`src/rtl/ssc_pkg.sv`:
```
`timescale 1ns/1ps
package ssc_pkg;

    localparam int SSC_AMP_W    = 8;
    localparam int SSC_LO_BANDS = 4;
    localparam int SSC_HI_BANDS = 9;
    localparam int SSC_MAX_AMP  = 215;

    typedef enum logic [1:0] {
        LVL_LO  = 2'd0,
        LVL_MID = 2'd1,
        LVL_HI  = 2'd2
    } lvl_e;

    function automatic lvl_e to_lvl(input logic [1:0] code);
        case (code)
            2'b00:   return LVL_LO;
            2'b10:   return LVL_HI;
            default: return LVL_MID;
        endcase
    endfunction

endpackage

```
`src/rtl/ssc_phase_gen.sv`:
```
`timescale 1ns/1ps
module ssc_phase_gen #(
    parameter int PERIOD = 2332
) (
    input  logic                       clk,
    input  logic                       rst_n,
    input  logic                       run,
    output logic [$clog2(PERIOD)-1:0]  phase_nxt
);
    localparam int PH_W = $clog2(PERIOD);
    localparam int HALF = PERIOD / 2;
    localparam int ZERO = HALF / 2;

    typedef struct packed {
        logic [PH_W-1:0] ph;
    } ph_st_t;

    ph_st_t st_d, st_q;

    always_comb begin
        st_d = st_q;
        if (run) begin
            st_d.ph = (st_q.ph == PH_W'(PERIOD - 1)) ? '0 : st_q.ph + 1'b1;
        end else begin
            st_d.ph = PH_W'(ZERO - 1);
        end
        phase_nxt = st_d.ph;
    end

    always_ff @(posedge clk or negedge rst_n) begin
        if (!rst_n) begin
            st_q.ph <= PH_W'(ZERO - 1);
        end else begin
            st_q <= st_d;
        end
    end

endmodule

```
`src/rtl/ssc_sel_decode.sv`:
```
`timescale 1ns/1ps
module ssc_sel_decode import ssc_pkg::*; #(
    parameter int BAND_W = 4
) (
    input  logic [1:0]            sel_a_code,
    input  logic [1:0]            sel_b_code,
    input  logic [BAND_W-1:0]     band_sel,
    output logic [SSC_AMP_W-1:0]  amp,
    output logic                  valid
);
    localparam int AW = SSC_AMP_W;

    function automatic logic [AW-1:0] lo_amp(input logic [2:0] rank, input logic [1:0] sub);
        logic [4*AW-1:0] row;
        case (rank)
            3'd0:    row = {8'd175, 8'd190, 8'd200, 8'd215};
            3'd1:    row = {8'd155, 8'd170, 8'd180, 8'd195};
            3'd2:    row = {8'd135, 8'd145, 8'd155, 8'd165};
            3'd3:    row = {8'd110, 8'd125, 8'd130, 8'd145};
            default: row = {8'd105, 8'd120, 8'd125, 8'd135};
        endcase
        return row[sub*AW +: AW];
    endfunction

    function automatic logic [AW-1:0] hi_amp(input logic [1:0] rank, input logic [3:0] sub);
        logic [9*AW-1:0] row;
        case (rank)
            2'd0:    row = {8'd115, 8'd115, 8'd120, 8'd120, 8'd125, 8'd130, 8'd130, 8'd135, 8'd150};
            2'd1:    row = {8'd80,  8'd85,  8'd90,  8'd90,  8'd90,  8'd100, 8'd100, 8'd105, 8'd120};
            2'd2:    row = {8'd55,  8'd55,  8'd60,  8'd60,  8'd60,  8'd65,  8'd65,  8'd70,  8'd80};
            default: row = {8'd45,  8'd45,  8'd50,  8'd50,  8'd50,  8'd55,  8'd55,  8'd55,  8'd65};
        endcase
        return row[sub*AW +: AW];
    endfunction

    lvl_e            lvl_a, lvl_b;
    logic [3:0]      hi_sub;
    logic [BAND_W-1:0] band_off;

    always_comb begin
        lvl_a    = to_lvl(sel_a_code);
        lvl_b    = to_lvl(sel_b_code);
        band_off = band_sel - BAND_W'(SSC_LO_BANDS);
        hi_sub   = 4'(band_off);
        amp      = '0;
        valid    = 1'b0;
        if (band_sel < BAND_W'(SSC_LO_BANDS)) begin
            valid = 1'b1;
            case ({lvl_a, lvl_b})
                {LVL_MID, LVL_MID}: amp = lo_amp(3'd0, band_sel[1:0]);
                {LVL_MID, LVL_LO }: amp = lo_amp(3'd1, band_sel[1:0]);
                {LVL_HI,  LVL_LO }: amp = lo_amp(3'd2, band_sel[1:0]);
                {LVL_LO,  LVL_LO }: amp = lo_amp(3'd3, band_sel[1:0]);
                {LVL_LO,  LVL_MID}: amp = lo_amp(3'd4, band_sel[1:0]);
                default:            valid = 1'b0;
            endcase
        end else if (band_sel < BAND_W'(SSC_LO_BANDS + SSC_HI_BANDS)) begin
            valid = 1'b1;
            case ({lvl_a, lvl_b})
                {LVL_HI,  LVL_MID}: amp = hi_amp(2'd0, hi_sub);
                {LVL_LO,  LVL_HI }: amp = hi_amp(2'd1, hi_sub);
                {LVL_HI,  LVL_HI }: amp = hi_amp(2'd2, hi_sub);
                {LVL_MID, LVL_HI }: amp = hi_amp(2'd3, hi_sub);
                default:            valid = 1'b0;
            endcase
        end
    end

endmodule

```
`src/rtl/ssc_tri_shape.sv`:
```
`timescale 1ns/1ps
module ssc_tri_shape import ssc_pkg::*; #(
    parameter int PERIOD = 2332,
    parameter int OFS_W  = 12
) (
    input  logic [$clog2(PERIOD)-1:0] phase,
    input  logic [SSC_AMP_W-1:0]      amp,
    output logic signed [OFS_W-1:0]   offset
);
    localparam int PH_W  = $clog2(PERIOD);
    localparam int HALF  = PERIOD / 2;
    localparam int NUM_W = PH_W + SSC_AMP_W + 3;

    logic [PH_W-1:0]          tpos;
    logic signed [NUM_W-1:0]  lin, num;

    always_comb begin
        tpos   = (phase < PH_W'(HALF)) ? phase : PH_W'(PERIOD) - phase;
        lin    = $signed(NUM_W'({tpos, 1'b0})) - $signed(NUM_W'(HALF));
        num    = lin * $signed(NUM_W'(amp));
        offset = OFS_W'(num / $signed(NUM_W'(HALF)));
    end

endmodule

```
`src/rtl/ssc_profile_ctrl.sv`:
```
`timescale 1ns/1ps
module ssc_profile_ctrl import ssc_pkg::*; #(
    parameter int PERIOD = 2332,
    parameter int OFS_W  = 12,
    parameter int BAND_W = 4
) (
    input  logic                     clk,
    input  logic                     rst_n,
    input  logic                     spread_en,
    input  logic [1:0]               sel_a_code,
    input  logic [1:0]               sel_b_code,
    input  logic [BAND_W-1:0]        band_sel,
    output logic signed [OFS_W-1:0]  freq_offset,
    output logic                     period_start,
    output logic                     code_invalid
);
    localparam int PH_W = $clog2(PERIOD);

    typedef struct packed {
        logic signed [OFS_W-1:0] ofs;
        logic                    start;
        logic                    bad;
    } out_st_t;

    logic [PH_W-1:0]          phase_nxt;
    logic [SSC_AMP_W-1:0]     amp;
    logic                     sel_ok;
    logic signed [OFS_W-1:0]  shaped;
    out_st_t                  st_d, st_q;

    ssc_phase_gen #(.PERIOD(PERIOD)) u_phase (
        .clk       (clk),
        .rst_n     (rst_n),
        .run       (spread_en),
        .phase_nxt (phase_nxt)
    );

    ssc_sel_decode #(.BAND_W(BAND_W)) u_decode (
        .sel_a_code (sel_a_code),
        .sel_b_code (sel_b_code),
        .band_sel   (band_sel),
        .amp        (amp),
        .valid      (sel_ok)
    );

    ssc_tri_shape #(.PERIOD(PERIOD), .OFS_W(OFS_W)) u_shape (
        .phase  (phase_nxt),
        .amp    (amp),
        .offset (shaped)
    );

    always_comb begin
        st_d       = st_q;
        st_d.ofs   = (spread_en && sel_ok) ? shaped : '0;
        st_d.start = spread_en && (phase_nxt == '0);
        st_d.bad   = !sel_ok;
    end

    always_ff @(posedge clk or negedge rst_n) begin
        if (!rst_n) begin
            st_q <= '0;
        end else begin
            st_q <= st_d;
        end
    end

    assign freq_offset  = st_q.ofs;
    assign period_start = st_q.start;
    assign code_invalid = st_q.bad;

endmodule

```
`config.mk`:
```
export PLATFORM = sky130hd
export DESIGN_NAME = ssc_profile_ctrl
export DESIGN_NICKNAME = d
export VERILOG_FILES = /design/src/rtl/ssc_pkg.sv /design/src/rtl/ssc_phase_gen.sv /design/src/rtl/ssc_sel_decode.sv /design/src/rtl/ssc_tri_shape.sv /design/src/rtl/ssc_profile_ctrl.sv
export SDC_FILE = /design/constraint.sdc
export NUM_CORES = 1
export LEC_CHECK = 0
export BUFFER_PORTS_ARGS = -buffer_cell sky130_fd_sc_hd__clkbuf_2
export CAP_MARGIN = 20
export CELL_PAD_IN_SITES_DETAIL_PLACEMENT = 1
export CELL_PAD_IN_SITES_GLOBAL_PLACEMENT = 1
export CORE_UTILIZATION = 24
export CTS_CLUSTER_DIAMETER = 60
export DETAILED_ROUTE_END_ITERATION = 16
export PLACE_DENSITY_LB_ADDON = 0.25
export SETUP_SLACK_MARGIN = 0.2
export SYNTH_ARGS = -nofsm -noshare
export SYNTH_HDL_FRONTEND = slang
export SYNTH_SLANG_ARGS = --single-unit
```
`constraint.sdc`:
```
create_clock -name clk -period 40.5 [get_ports clk]
set_input_delay 4.05 -clock clk [delete_from_list [all_inputs] [get_ports clk]]
set_output_delay 4.05 -clock clk [all_outputs]
set_load 0.02 [all_outputs]
```
; Word-level counts from Yosys, hierarchy flattened
; Index checks and enable logic that the tools add are counted.
[classes]
n_addsub = 4
multipliers = 1
n_div = 1
n_lt_le_gt_ge = 3
n_eq_ne = 11
shift = 9
n_mux = 36
reduce_logical = 9
[op_table]
columns = op, count
row1 = 72-bit two-way mux, 12
row2 = 32-bit two-way mux, 10
row3 = 72-bit by 8-bit indexed part select with 8-bit output, 4
row4 = 32-bit by 6-bit indexed part select with 8-bit output, 5
row5 = 12-bit two-way mux, 4
row6 = 8-bit case mux with 5 select lines, 1
row7 = 8-bit case mux with 4 select lines, 1
row8 = 23-bit by 12-bit divider with 23-bit output (second input constant), 1
row9 = 23-bit by 9-bit multiplier with 23-bit output, 1
row10 = 8-bit two-way mux, 2
row11 = 13-bit by 11-bit subtractor with 14-bit output (second input constant), 1
row12 = 12-bit by 1-bit adder with 12-bit output (second input constant), 1
row13 = 12-bit equality test (second input constant), 1
row14 = 4-bit by 3-bit equality test with 1-bit output (second input constant), 3
row15 = 4-bit equality test (second input constant), 3
row16 = 12-bit logical NOT, 1
row17 = 12-bit by 11-bit less-than comparator with 1-bit output (second input constant), 1
row18 = 12-bit subtractor (first input constant), 1
row19 = 2-bit case mux with 2 select lines, 2
row20 = 5-bit OR reduction, 1
row21 = 2-bit equality test (second input constant), 2
row22 = 4-bit by 1-bit equality test with 1-bit output (second input constant), 1
row23 = 4-bit by 2-bit equality test with 1-bit output (second input constant), 1
row24 = 2-bit logical NOT, 2
row25 = other kinds (8), 12
[word_totals]
register_bits = 26
out_inout_bits = 14
word_cells = 78

; Depth between registers and ports, before layout
; Gate-level depths: netlist of run 1.
[logic_depth]
ltp_word = 13
depth_mapped = 91
mapped_depth_nobuf = 81

; Modules after synthesis
; From an unflattened synthesis of run 1, not the netlist that was laid out.
[hier_totals]
hier_cells = 1607
hier_area_um2 = 12062.8
[modules_own_cells]
columns = module, n_inst, cells_each, area_each_um2
row1 = ssc_tri_shape, 1, 1381, 10139.7
row2 = ssc_sel_decode, 1, 131, 805.8
row3 = ssc_phase_gen, 1, 61, 639.4
row4 = ssc_profile_ctrl, 1, 34, 478.0

; Least setup slack after synthesis of run 1
; OpenSTA, ideal clock, no wires.
[synth_path]
kind = input to register
from = input spread_en
to = register st_q (netlist bit freq_offset[8])
setup_time_ns = 0.132
arrival_time_ns = 23.039
required_ns = 40.368
slack_ns = 17.329
path_stages = 80
path_buffers = 4
cell_sequence = clkbuf_1 -> nand2_1 -> nor2_1 -> or2_2 -> nor2_1 -> o21ai_0 -> a211o_1 -> a21o_1 -> clkbuf_1 -> nand2_1 -> o21ai_0 -> ha_1 -> a21boi_0 -> and3_1 -> o21ai_0 -> o21ai_0 -> nand3_1 -> or2_2 -> (+44 left out) -> o22ai_1 -> o41ai_2 -> a21oi_2 -> maj3_2 -> a211o_1 -> a41oi_2 -> nor2_1 -> or4_1 -> a211oi_2 -> o31ai_2 -> a221oi_2 -> o31ai_1 -> a211o_1 -> ha_1 -> nand2_1 -> o21ai_0 -> xnor2_1 -> nor2_1
[synth_lines]
columns = element, line
row1 = start: declaration, ssc_profile_ctrl.sv:9  ; input logic spread_en,
row2 = end signal: assignment, ssc_profile_ctrl.sv:63  ; st_q <= st_d;
row3 = end: declaration, ssc_profile_ctrl.sv:29  ; out_st_t st_d, st_q;

==> impl_metrics.env, run 1 <==
export IMPL_finalCriticalPeriod_ns=26.90
export IMPL_met3_capacity_usage_during_global_routing_pct=0.508
export IMPL_synth_seq_area_share_pct=5.49
export IMPL_dp_worst_slack_ns=13.42
export IMPL_post_synth_cell_area_avg_um2=7.32
export IMPL_finalWeightedCongestion=0.846
export IMPL_grt_pass1_vias=12550
export IMPL_drv_slew=0
export IMPL_detailedRoute_firstIterationViolations=625
export IMPL_antenna_left=0
export IMPL_finalSetupViolCount=0
export IMPL_required_ns=40.66
export IMPL_drt_pass1_iterations=5
export IMPL_clkSlewWorstSetupHoldPaths_ns=0.07
export IMPL_critical_path_max_stage_delay_ns=0.77
export IMPL_global_route_wire_length_before_repair_mm=67.1
export IMPL_syn2layout_area_growth_pct=7.24
export IMPL_max_slew_margin_rel_pct=29.6
export IMPL_fin_skew_ns=0.00887
export IMPL_finish_net_count=1762
export IMPL_critPathSlowestCell="sky130_fd_sc_hd__o311ai_1"
export IMPL_cts_sinks=26
export IMPL_drive_gt1_share_pct=8.36
export IMPL_min_path_type="register to register"
export IMPL_detail_route_wirelength_mm=39.5
export IMPL_grt_max_degree=40
export IMPL_report_final_hold_viol_count=0
export IMPL_antenna_diode_count=0
export IMPL_root_buffer="sky130_fd_sc_hd__clkbuf_16"
export IMPL_antenna_found_initial=0
export IMPL_setup_total_negative_slack_ns=0
export IMPL_max_freq_mhz=37.2
export IMPL_synthMostInstantiatedCell="sky130_fd_sc_hd__nor2_1"
export IMPL_outcome="finished, final reports clean"
export IMPL_netlist_top_cells_area="sky130_fd_sc_hd__fa_1, sky130_fd_sc_hd__nor2_1, sky130_fd_sc_hd__xnor2_1"
export IMPL_grt_overflow_total=0
export IMPL_cts_repair_timing_setup_buffer_count=0
export IMPL_synth_seq_cells=26
export IMPL_syn_cell_area_um2=11900
export IMPL_cts_tree="yes"
export IMPL_die_w_um=225
export IMPL_finalHoldWorstSlack_ns=0.675
export IMPL_routed_via_count=11866
export IMPL_max_cap_violations=0
export IMPL_fp_dieH_um=225
export IMPL_min_period_over_period_pct=66.4
export IMPL_cts_made_buffers=3
export IMPL_placeableCoreArea_um2=49100
export IMPL_count_of_cells_resized_by_post_cts_repair=0
export IMPL_synth_cells=1633
export IMPL_nFillCells=6049
export IMPL_floorplan_initialDensity_pct=24.4
export IMPL_synth_top_cells_by_count="sky130_fd_sc_hd__nor2_1, sky130_fd_sc_hd__inv_1, sky130_fd_sc_hd__nand2_1"
export IMPL_gr_util_met1_pct=23.4
export IMPL_critical_path_max_fanout=39
export IMPL_via_count_normalized_by_instance_count=5.21
export IMPL_drc=0
export IMPL_ctsHtreeMaxLevel=1
export IMPL_boundaryPins=25
export IMPL_global_route_hottest_layer="met2"
export IMPL_unrepaired_setup_endpoints_after_global_routing="false"
export IMPL_ys_types=121
export IMPL_cts_hold_repair_buffers=0
export IMPL_row_count=81
export IMPL_synth_yosys_warnings=0
export IMPL_placement_io_buffers=24
export IMPL_use_met2_pct=26.4
export IMPL_worstSetupEndpointType="register"
export IMPL_synth_top_area_share_pct=14.1
export IMPL_final_setup_worst_slack_ns=13.60
export IMPL_synth_largest_area_cell="sky130_fd_sc_hd__fa_1"
export IMPL_clkLatencyLatePin_ns=0.27
export IMPL_tightestPinTransition_ns=1.05
export IMPL_die_area_um2=50700
export IMPL_timing_critical_path_max_delay_family="compound AO/OA/AOI/OAI gates"
export IMPL_synth_edff_count=0
export IMPL_async_flop_share_pct=100
export IMPL_critical_path_n_buffers_inverters=6
export IMPL_critical_path_arrival_ns=27.06
export IMPL_groute_usage_overall_pct=15.9
export IMPL_clock_path_buffers=2
export IMPL_cp_start_kind="input pin"
export IMPL_synth_ff_type="sky130_fd_sc_hd__dfrtp_1"
export IMPL_worstSetupPathType="input pin to register"
export IMPL_synth_net_count=1779
export IMPL_place_detailed_hpwl_mm=33.0
export IMPL_post_drt_wl_per_cell_um=17.3
cells by family after synthesis:
family | share of synthesized area, %
XOR/XNOR | 9.86
buffers and inverters | 7.29
multiplexers | 2.58
AND/OR/NAND/NOR | 25.8
adder cells (fa/ha/maj) | 20.0
AO/OA/AOI/OAI | 29.0
flip-flops | 5.49
path summary, 6_finish.rpt:
path	endpoint	cells past startpoint	from	slack [ns]
max	freq_offset[8]	78	spread_en	13.60
min	u_phase.st_q[6]	2	u_phase.st_q[6]	0.67
max reg2reg	freq_offset[8]	80	u_phase.st_q[1]	15.76
min reg2reg	u_phase.st_q[6]	2	u_phase.st_q[6]	0.67
max in group asynchronous	u_phase.st_q[0]	1	rst_n	36.19
min in group asynchronous	u_phase.st_q[7]	1	rst_n	3.84
worst min-delay path, cell delays in order, from the launching register on:
cell and delay, ns:
sky130_fd_sc_hd__dfstp_2 0.39, sky130_fd_sc_hd__xor2_1 0.15, sky130_fd_sc_hd__nand2_1 0.12
cell usage in the layout (no fill, tap or decap), drive strengths merged, types with 14 or more instances in the layout:
cell type / n
inv: 163
and3: 25
a211oi: 22
nor3: 45
o31ai: 22
a21oi: 88
xnor2: 78
clkbuf: 28
ha: 51
or2: 31
fa: 84
xor2: 45
nor2: 182
o21a: 14
nor2b: 14
o21ai: 111
mux2i: 19
nand3: 44
dfrtp: 22
and2: 16
a31oi: 26
o211ai: 31
nand2: 131
a21o: 26
nand2b: 39
metal layers:
metal	part of all wire [%]	vias up	wire (µm)
li1	-	5794	-
met1	52	5943	20600
met2	46	112	18000
met3	1.7	17	676
met4	0.55	0	216
met5	0	-	0
cell type report:
type                       instances  area (µm²)  share of cell area, %
clock buffer                       4        88.8                  0.693
sequential                        26         656                   5.12
timing repair buffer              34         195                   1.52
inverter                         165         621                   4.84
tap                              664         831                   6.48
multi-input combinational       1386       10400                   81.3
registers in the layout, summed over array words and instances, names as in the netlist:
signal,cells
u_phase.st_q,12
freq_offset,12
period_start,1
code_invalid,1
stage by stage:
stage / util, % / instances / cell area, µm²
2_1_floorplan: - / 1633 / 11900
3_3_place_gp: 25.9 / 2275 / 12700
3_5_place_dp: 25.9 / 2275 / 12700
4_1_cts: 26.1 / 2279 / 12800
5_1_grt: 26.1 / 2279 / 12800
6_report: 26.1 / 2279 / 12800
Power of run 1 is left out: the tool's default activity adds up to more than one toggle a clock period on the data nets, which glitch-free logic cannot reach.
==> inputs of run 2 (changes only) <==
==> constraint.sdc (replaced) <==
create_clock -name clk -period 27.8 [get_ports clk]
set_input_delay 2.78 -clock clk [delete_from_list [all_inputs] [get_ports clk]]
set_output_delay 2.78 -clock clk [all_outputs]
set_load 0.02 [all_outputs]
==> run 2 against run 1 <==
Via count about the same; core utilization hardly changed; first-iteration DRC count increased by 9.8%.
==> impl_metrics.env, run 2 (synthesis results as in run 1) <==
export IMPL_outcome="finished, final reports clean"
export IMPL_timing_critical_path_max_delay_family="compound AO/OA/AOI/OAI gates"
export IMPL_use_met2_pct=26.3
export IMPL_floorplan_initialDensity_pct=24.4
export IMPL_clock_path_buffers=2
export IMPL_groute_usage_overall_pct=15.8
export IMPL_row_count=81
export IMPL_placeableCoreArea_um2=49100
export IMPL_detail_route_wirelength_mm=39.5
export IMPL_routed_via_count=11869
export IMPL_min_period_over_period_pct=91.8
export IMPL_via_count_normalized_by_instance_count=5.21
export IMPL_report_final_hold_viol_count=0
export IMPL_cts_made_buffers=3
export IMPL_ctsHtreeMaxLevel=1
export IMPL_drt_pass1_iterations=4
export IMPL_finish_net_count=1762
export IMPL_layout_commonest_cell="sky130_fd_sc_hd__nor2_1"
export IMPL_cts_hold_repair_buffers=0
export IMPL_cts_repair_timing_setup_buffer_count=0
export IMPL_max_freq_mhz=39.2
export IMPL_max_cap_violations=0
export IMPL_die_w_um=225
export IMPL_global_route_wire_length_before_repair_mm=67.0
export IMPL_fp_dieH_um=225
export IMPL_cp_start_kind="input pin"
export IMPL_grt_overflow_total=0
export IMPL_post_drt_wl_per_cell_um=17.3
export IMPL_finalWeightedCongestion=0.847
export IMPL_count_of_cells_resized_by_post_cts_repair=0
export IMPL_worstSetupPathType="input pin to register"
export IMPL_drive_gt1_share_pct=8.42
export IMPL_cts_tree="yes"
export IMPL_tightestPinTransition_ns=1.04
export IMPL_unrepaired_setup_endpoints_after_global_routing="false"
export IMPL_drv_slew=0
export IMPL_drc=0
export IMPL_finalCriticalPeriod_ns=25.52
export IMPL_fin_skew_ns=0.00652
export IMPL_clkLatencyLatePin_ns=0.27
export IMPL_critical_path_arrival_ns=25.73
export IMPL_critical_path_max_stage_delay_ns=0.71
export IMPL_grt_pass1_vias=12549
export IMPL_worstSetupEndpointType="register"
export IMPL_syn2layout_area_growth_pct=7.32
export IMPL_critical_path_max_fanout=16
export IMPL_global_route_hottest_layer="met2"
export IMPL_critical_path_n_buffers_inverters=5
export IMPL_grt_max_degree=40
export IMPL_gr_util_met1_pct=23.4
export IMPL_finalSetupViolCount=0
export IMPL_placement_io_buffers=24
export IMPL_required_ns=28.00
export IMPL_antenna_found_initial=0
export IMPL_nFillCells=6105
export IMPL_min_path_type="register to register"
export IMPL_critPathSlowestCell="sky130_fd_sc_hd__o32ai_4"
export IMPL_antenna_left=0
export IMPL_detailedRoute_firstIterationViolations=686
export IMPL_cts_sinks=26
export IMPL_setup_total_negative_slack_ns=0
export IMPL_root_buffer="sky130_fd_sc_hd__clkbuf_16"
export IMPL_antenna_diode_count=0
export IMPL_met3_capacity_usage_during_global_routing_pct=0.313
export IMPL_boundaryPins=25
export IMPL_max_slew_margin_rel_pct=30.4
export IMPL_layout_common_cells="sky130_fd_sc_hd__nor2_1, sky130_fd_sc_hd__inv_1, sky130_fd_sc_hd__nand2_1, sky130_fd_sc_hd__o21ai_0, sky130_fd_sc_hd__a21oi_1"
export IMPL_die_area_um2=50700
export IMPL_place_detailed_hpwl_mm=32.7
export IMPL_clkSlewWorstSetupHoldPaths_ns=0.07
[run 2: changes by cell type in the layout (fill, tap and decap cells not counted)]
cell,previous run,this run
sky130_fd_sc_hd__o311ai_0,4,3
sky130_fd_sc_hd__o311ai_1,3,4
sky130_fd_sc_hd__or2_2,27,26
sky130_fd_sc_hd__or2_4,0,1
sky130_fd_sc_hd__xnor2_1,73,72
sky130_fd_sc_hd__xnor2_2,4,5
[run 2: final timing paths]
path | start | end | slack (ns) | cells past startpoint
max in group asynchronous | rst_n | freq_offset[10] | 24.75 | 1
worst max register to register | u_phase.st_q[1] | freq_offset[6] | 3.17 | 79
worst min-delay path | u_phase.st_q[11] | u_phase.st_q[11] | 0.68 | 2
worst min register to register | u_phase.st_q[11] | u_phase.st_q[11] | 0.68 | 2
worst max-delay path | spread_en | freq_offset[6] | 2.28 | 77
min in group asynchronous | rst_n | u_phase.st_q[7] | 2.57 | 1
[run 2: worst min-delay path, delay by kind of cell, from the launching register on]
family,cells,cell delay [ns]
flip-flops,1,0.38
XOR/XNOR,1,0.16
AND/OR/NAND/NOR,1,0.09
[run 2: stage by stage]
stage | cell area, µm² | setup WS (ns) | instances | util [%] | hold WS [ns]
2_1_floorplan | 11900 | 5.90 | 1633 | - | 0.588
3_3_place_gp | 12700 | 2.42 | 2275 | 25.9 | 0.660
3_5_place_dp | 12700 | 1.85 | 2275 | 25.9 | 0.650
4_1_cts | 12800 | 2.04 | 2279 | 26.1 | 0.667
5_1_grt | 12800 | 0.213 | 2279 | 26.1 | 0.714
6_report | 12800 | 2.28 | 2279 | 26.1 | 0.677
[run 2: layout make-up]
| type | count | area, µm² | area share [%] |
|---|---|---|---|
| Clock buffer | 4 | 88.8 | 0.693 |
| Inverter | 165 | 621 | 4.84 |
| Multi-Input combinational cell | 1386 | 10400 | 81.4 |
| Sequential cell | 26 | 656 | 5.11 |
| Tap cell | 664 | 831 | 6.48 |
| Timing Repair Buffer | 34 | 195 | 1.52 |
[run 2: layer usage]
metal | routed length (µm) | vias up | share of wire (%)
met5 | 0 | - | 0
met4 | 264 | 0 | 0.67
met3 | 407 | 13 | 1.0
met2 | 18100 | 88 | 46
met1 | 20700 | 5983 | 52
li1 | - | 5785 | -
Power of run 2 is left out for the same reason.
